$ cat src/rtl/edge_stamp_timer.sv
`timescale 1ns/1ps
module edge_stamp_timer #(
  parameter int REG_W = 8,
  parameter int SYNC_N = 2,
  parameter logic [7:0] A_C0R = 8'h22,
  parameter logic [7:0] A_C1R = 8'h23,
  parameter logic [7:0] A_C0F = 8'h24,
  parameter logic [7:0] A_C1F = 8'h25,
  parameter logic [7:0] A_CFG = 8'h2A,
  parameter logic [7:0] A_IEN = 8'h2B,
  parameter logic [7:0] A_STS = 8'h2C
) (
  input  logic             clk,
  input  logic             rst_n,
  input  logic             cap_tick,
  input  logic             pin0,
  input  logic             pin1,
  input  logic [7:0]       bus_addr,
  input  logic [REG_W-1:0] bus_wdata,
  input  logic             bus_wr,
  input  logic             bus_rd,
  output logic [REG_W-1:0] bus_rdata,
  output logic             irq0,
  output logic             irq1
);
  localparam int CNT_W = 2 * REG_W;
  localparam int PS_W = 3;
  localparam logic [3:0][7:0] LANE_ADDR = {A_C1F, A_C1R, A_C0F, A_C0R};

  logic [CNT_W-1:0] cnt;
  logic [CNT_W-1:0] shifted;
  logic [SYNC_N:0][1:0] sh;
  logic feh, wide;
  logic [PS_W-1:0] pre;
  logic [3:0] ien, sts, armed, rd_hit, ev, load, setb;
  logic [3:0][REG_W-1:0] cap_q;
  logic [1:0] rise, fall;
  logic wr_cfg, wr_ien, wr_sts;

  assign rise = {2{cap_tick}} & sh[SYNC_N-1] & ~sh[SYNC_N];
  assign fall = {2{cap_tick}} & ~sh[SYNC_N-1] & sh[SYNC_N];
  assign ev = {fall[1], rise[1], fall[0], rise[0]};
  assign shifted = cnt >> pre;

  assign wr_cfg = bus_wr && bus_addr == A_CFG;
  assign wr_ien = bus_wr && bus_addr == A_IEN;
  assign wr_sts = bus_wr && bus_addr == A_STS;

  always_ff @(posedge clk or negedge rst_n)
    if (!rst_n) begin
      cnt <= '0;
      sh <= '0;
    end else if (cap_tick) begin
      cnt <= cnt + 1'b1;
      sh <= {sh[SYNC_N-1:0], {pin1, pin0}};
    end

  always_ff @(posedge clk or negedge rst_n)
    if (!rst_n) begin
      feh <= 1'b0;
      pre <= '0;
      wide <= 1'b0;
      ien <= '0;
      sts <= '0;
    end else begin
      if (wr_cfg) {feh, pre, wide} <= bus_wdata[REG_W-1:REG_W-2-PS_W];
      if (wr_ien) ien <= bus_wdata[3:0];
      sts <= (sts & ~(wr_sts ? bus_wdata[3:0] : 4'h0)) | setb;
    end

  for (genvar k = 0; k < 4; k++) begin : g_lane
    logic ok;
    logic arm;
    logic [REG_W-1:0] val, q;

    assign rd_hit[k] = bus_rd && bus_addr == LANE_ADDR[k];

    if (k < 2) begin : g_low
      assign ok = !feh || arm || rd_hit[k];
      assign load[k] = ev[k] && ok;
      assign setb[k] = load[k];
      assign val = wide ? cnt[REG_W-1:0] : shifted[REG_W-1:0];
    end else begin : g_high
      assign ok = wide ? (!feh || armed[k-2] || rd_hit[k-2]) : (!feh || arm || rd_hit[k]);
      assign load[k] = wide ? (ev[k-2] && ok) : (ev[k] && ok);
      assign setb[k] = load[k] && !wide;
      assign val = wide ? cnt[CNT_W-1:REG_W] : shifted[REG_W-1:0];
    end

    always_ff @(posedge clk or negedge rst_n)
      if (!rst_n) begin
        q <= '0;
        arm <= 1'b1;
      end else if (load[k]) begin
        q <= val;
        arm <= 1'b0;
      end else if (rd_hit[k]) begin
        arm <= 1'b1;
      end

    assign cap_q[k] = q;
    assign armed[k] = arm;
  end

  always_comb begin
    bus_rdata = '0;
    case (bus_addr)
      A_C0R: bus_rdata = cap_q[0];
      A_C0F: bus_rdata = cap_q[1];
      A_C1R: bus_rdata = cap_q[2];
      A_C1F: bus_rdata = cap_q[3];
      A_CFG: bus_rdata = {feh, pre, wide, {(REG_W-2-PS_W){1'b0}}};
      A_IEN: bus_rdata = {{(REG_W-4){1'b0}}, ien};
      A_STS: bus_rdata = {{(REG_W-4){1'b0}}, sts};
      default: bus_rdata = '0;
    endcase
  end

  assign irq0 = |(sts[1:0] & ien[1:0]);
  assign irq1 = |(sts[3:2] & ien[3:2]);
endmodule


$ cat config.mk
export PLATFORM = sky130hd
export DESIGN_NAME = edge_stamp_timer
export DESIGN_NICKNAME = d
export VERILOG_FILES = /design/src/rtl/edge_stamp_timer.sv
export SDC_FILE = /design/constraint.sdc
export NUM_CORES = 1
export LEC_CHECK = 0
export ABC_AREA = 1
export CORE_UTILIZATION = 59
export CTS_CLUSTER_DIAMETER = 100
export DETAILED_ROUTE_END_ITERATION = 8
export GPL_TIMING_DRIVEN = 1
export PLACE_DENSITY = 0.86
export SLEW_MARGIN = 20
export SYNTH_ARGS = -nofsm -noshare
export SYNTH_HDL_FRONTEND = slang
export SYNTH_SLANG_ARGS = --single-unit
$ cat constraint.sdc
create_clock -name clk -period 1.5 [get_ports clk]
set_input_delay 0.15 -clock clk [delete_from_list [all_inputs] [get_ports clk]]
set_output_delay 0.15 -clock clk [all_outputs]
set_load 0.005 [all_outputs]
; Yosys cells after proc, flatten, opt, wreduce, memory -nomap -nowiden
; Cells that the tools add are included.
; Widths: inputs -> output; s select.
[totals]
register_bits = 71
in_bits = 23
elab_cells = 84
[op_classes]
add_sub_neg = 1
eq_ne = 7
shift = 1
mux = 16
bitwise = 11
n_reduce_logical = 31
[op_table]
columns = cell, n
row1 = $eq 8x6->1 const B, 7
row2 = $pmux 8 s7, 1
row3 = $add 16x1->16 const B, 1
row4 = $mux 8, 2
row5 = $shr 16x3->8, 1
row6 = $logic_and 1x1->1, 15
row7 = $and 2x2->2, 6
row8 = $mux 1, 12
row9 = $logic_or 1x1->1, 8
row10 = $reduce_bool 2->1, 4
row11 = $and 4x4->4, 1
row12 = $mux 4, 1
row13 = $not 2->2, 2
row14 = $not 4->4, 1
row15 = $or 4x4->4, 1
row16 = $reduce_or 2->1, 2
row17 = $logic_not 1->1, 2

; Longest topological paths before layout
[depth]
ltp_word = 8
depth_mapped = 10
ltp_nobuf = 10

; Least setup slack after synthesis
; No wires, ideal clock.
[synth_timing]
kind = register to register
from = register cnt[0]
to = register cnt[14]
arrival_ns = 1.217
path_slack_ns = 0.162
stages_incl_launch_ff = 8
cell_sequence = dfrtp_1 ha_1 and3_1 nand3_1 nor2_2 nand2_1 o21ai_1 nand2_1
[synth_between]
elab_chain_cells = 1
[synth_rtl]
columns = item, line
row1 = "start, declared", 30  ; logic [CNT_W-1:0] cnt;
row2 = "start signal, assigned", 54  ; cnt <= cnt + 1'b1;
row3 = $add 16x1->16, 54
; No other way between the ends.
; A chain may end at the register's enable or synchronous reset.

; Final worst setup path
[layout_timing]
from = register wide
to = register g_lane[3].q[1]
[layout_between]
elab_chain_cells = 3
elab_cells_between_ends = 5
classes_between = mux (3) / reduce/logical (2)
[layout_rtl]
columns = item, line
row1 = "start, declared", 33  ; logic feh, wide;
row2 = "start signal, assigned", 66  ; if (wr_cfg) {feh, pre, wide} <= bus_wdata[REG_W-1:REG_W-2-PS_W];
row3 = $mux 1, 84  ; assign ok = wide ? (!feh || armed[k-2] || rd_hit[k-2]) : (!feh || arm || rd_hit[k]);
row4 = $logic_and 1x1->1, 85  ; assign load[k] = wide ? (ev[k-2] && ok) : (ev[k] && ok);
row5 = $mux 1, 85
row6 = "end signal, assigned", 95  ; q <= val;
row7 = "end, declared", 74  ; logic [REG_W-1:0] val, q;
; Several ways; a longest one is shown, not always the timed one.

==> Flow_metrics.wiki <==
{| class="wikitable"
! Metric !! Value
|-
| Post-synth top flop || dfrtp_1
|-
| Critical path launch point type || flop
|-
| Minimum setup slack in the final design || ~0.023 ns
|-
| Sequential cell fraction of total power || 0.434
|-
| Standard-cell row count || 30
|-
| Average instance area after synthesis || about 7.6 um2
|-
| Post-synthesis instance area || roughly 0.0041 mm2
|-
| Overall fraction of global-route tracks in use || 0.382
|-
| 1st-pass router iterations || 6
|-
| Std-Cell Core Area || around 0.0068 mm2
|-
| Async set or reset register ratio after synthesis || 1.00
|-
| Count of warnings emitted by yosys || 0
|-
| Net Count, Synth || around 570
|-
| Sum Neg Setup Slack || 0 ns
|-
| Clock Sink Count || 71
|-
| HPWL Detailed || around 8000 um
|-
| Skew-Pair Late Insertion Delay || 0.36 ns
|-
| Fin crit share || 0.984
|-
| Area occupied by registers || between 0.0015 and 0.002 mm2
|-
| Post-detailed-route count of antenna-violating nets || 0
|-
| Final nets || between 600 and 700
|-
| Power spent charging and discharging nets || between 0.002 and 0.0025 W
|-
| Wire length of the first global-routing pass || 21200 um
|-
| DIE HEIGHT || about 86 um
|-
| Startpoint of the tightest hold check path || cap_tick
|-
| I/O Buffers || 32
|-
| Type of element capturing the critical path || flop
|-
| Most used cell along the critical path || nand2_1
|-
| Origin of the worst setup path || wide
|-
| Placer congestion estimate || ~0.9
|-
| Power per standard cell area || about 1200 mW/mm2
|-
| Leakage power || between 2 and 3 nW
|-
| Slew Limit Headroom || 0.729
|-
| Post-synthesis cell type with the largest combined area || dfrtp_1
|-
| Clk pwr share || 0.267
|-
| Iteration-0 DRC Markers || between 600 and 700
|-
| Share of synthesized area occupied by flip-flops and latches || 0.430
|-
| Number of flops mapped to enable cells by yosys || 0
|-
| Vias per Instance || approximately 6
|-
| Count of maximum capacitance violations || 0
|-
| Filler Cell Count || about 430
|-
| Arr. time, crit path || around 1.7 ns
|-
| Reg-to-Reg End || g_lane[3].q[1]
|-
| Number of endpoints failing setup at the final stage || 0
|-
| Number of cells produced by synthesis || 545
|-
| Synth top area cells || dfrtp_1, nand2_1, nand3_1, inv_1, dfstp_2
|-
| Setup slack after placement || -0.705 ns
|-
| Hold Crit Endpoint || sh[1]
|-
| Switching fraction of total power || 0.372
|-
| Number of hold-slack violations in the final timing report || 0
|-
| Root Driver || clkbuf_8
|-
| Hold Path Cell Cnt || 3
|-
| Clock transition time at the flip-flop clock pins of the worst setup and hold paths || around 0.09 ns
|-
| Via count || 4457
|-
| Reg2reg path depth || 6
|-
| Via count of the first global-routing pass || about 4.5k
|-
| Design Power || between 0.006 and 0.007 W
|-
| Setup repair after global routing missed its margin || true
|-
| Largest net degree at the start of global routing || 72
|-
| Aggregate global routing overflow || 0
|-
| Synthesized flop and latch total || between 70 and 80
|-
| Run status || finished clean
|-
| DRC viols || 0
|-
| Worst-case vdd ir drop || about 1.0 mV
|-
| Fraction of final layout cells with drive strength greater than 1 || 0.283
|-
| Top-Level Pins || 33
|-
| Maximum clock skew at final layout || around 0.010 ns
|-
| Post-synth top area share || 0.405
|-
| Critical path cell sequence || buf_4 > nor2_1 > a21oi_4 > nand3b_4 > nand2_1 > nand2_1
|-
| Worst-Margin Slew || 0.406 ns
|-
| Routed length per placed instance || 17.9 um
|-
| Post-synthesis to final-layout area growth || 30.8%
|-
| Die area || 0.00736 mm2
|-
| Number of max-slew violations in the final report || 0
|-
| Clock tree buffer depth || 2
|-
| Number of diodes || 0
|-
| # H-tree levels || 3
|-
| Die width || 85.8 um
|-
| CTS tree || done
|-
| Time the final worst path needs with I/O delays and setup || around 1.5 ns
|-
| Multi-input gate area in the final layout || between 0.002 and 0.0025 mm2
|-
| Hold/Removal Path Class || in2reg
|-
| CP max FO || 9
|-
| Number of library cell types mapped by synthesis || 35
|-
| CTS Buf Count || 9
|-
| WS Path Type || reg2reg
|-
| Longest individual stage delay on the worst path || roughly 0.40 ns
|-
| Required time worst endpoint || roughly 1.7 ns
|-
| Internal cell power || ~0.0041 W
|-
| Final Routed Wirelength || around 13000 um
|-
| Crit path max-delay cell type || dfrtp_1
|-
| Critical R2R Launch || wide
|-
| Combinational power share || 0.300
|-
| Setup slack of the worst register-to-register path || around 0.023 ns
|-
| FMAX || ~680 MHz
|-
| Number of antenna violations at the first check in global routing || 0
|-
| Effective utilization at floorplan || 0.610
|}
-- repair_timing --
action                                  CTS  global route
endpoints found under the hold margin    67             0
buffers inserted                         10             5
pin swaps                                12            18
gates cloned                              2             1
hold buffers                              1             0
endpoints found under the setup margin   48            37
gates resized for setup                  77            42
-- layout make-up --
class,instances,share of cell area
Clock inverter,7,0.0180
Multi-Input combinational cell,416,0.427
Clock buffer,9,0.0229
Inverter,48,0.0356
Tap cell,96,0.0222
Sequential cell,71,0.329
Timing Repair Buffer,96,0.146
-- cell families after synthesis --
kind of cell | after synthesis | share of synthesized area
simple gates | 353 | 0.408
flops | 71 | 0.430
buf+inv | 60 | 0.0598
compound gates | 46 | 0.0682
xor+xnor | 11 | 0.0232
mux | 3 | 0.00815
fa+ha+maj | 1 | 0.00302
-- routing by layer --
layer	vias up	routed length, um	global-route usage
met2	320	6420	0.655
li1	1954	-	-
met4	0	1030	0.253
met5	-	0	0
met1	2072	4750	0.435
met3	111	1090	0.0760
-- cells in the mapped netlist, types with 6 or more instances --
| library cell | number |
|---|---|
| a21oi_1 | 10 |
| buf_2 | 7 |
| dfrtp_1 | 67 |
| inv_1 | 37 |
| inv_2 | 10 |
| nand2_1 | 232 |
| nand2_2 | 6 |
| nand3_1 | 66 |
| nand3_2 | 6 |
| nand4_1 | 8 |
| nor2_1 | 9 |
| o21ai_0 | 15 |
| o21ai_1 | 12 |
| xor2_1 | 10 |
-- worst max-delay path by stage --
stage,endpoint,slack (ns),cells after the start
floorplan,cnt[14],0.16,7
global placement,bus_rdata[5],-0.65,9
detailed placement,bus_rdata[5],-0.70,9
CTS,bus_rdata[5],-0.005,10
global route,cnt[15],-0.07,8
finish,g_lane[3].q[1],0.02,6
-- cell usage in the layout, fill, tap and decap left out, drive strengths merged --
cell           instances
nand2                240
nand3                 75
buf                   75
dfrtp                 67
inv                   47
o21ai                 28
nor2                  22
clkbuf                14
a21oi                 13
clkdlybuf4s50         12
xor2                  10
nand4                  8
nor3                   7
dfstp                  4
clkinv                 4
o211ai                 3
mux2                   3
a22o                   2
bufinv                 2
clkinvlp               2
dlygate4sd2            2
and3                   1
xnor2                  1
or2                    1
nand3b                 1
ha                     1
dlygate4sd3            1
dlymetal6s2s           1
-- sequential cells by signal, indices dropped and copies added, names as in the netlist, 3 cells and up --
name / cells
cnt: 16
g_lane.arm: 4
g_lane.q: 32
ien: 4
pre: 3
sh: 6
sts: 4
-- power groups by stage --
stage                     clock, W  combinational, W  sequential, W
after floorplan                  0           0.00111        0.00273
after CTS                  0.00172           0.00176        0.00278
after global placement           0           0.00162        0.00276
after detailed placement         0           0.00169        0.00279
final                      0.00174           0.00196        0.00283
after global routing       0.00184           0.00214        0.00287
-- metrics by stage --
step                       util  hold slack [ns]  cell area (um2)  cells
after floorplan               -           -0.146             4140    545
after global placement    0.723            0.200             4910    709
after detailed placement  0.723            0.201             4910    709
after CTS                 0.783            0.327             5320    738
after global routing      0.798            0.159             5420    743
final                     0.798            0.147             5420    743
-- worst max-delay path, delay by kind of cell (launching register included) --
| family | cells | cell delay [ns] |
|---|---|---|
| simple gates | 4 | 0.68 |
| buf+inv | 1 | 0.18 |
| compound gates | 1 | 0.08 |
| flops | 1 | 0.40 |
No activity file was read; power rests on OpenSTA's default activity.
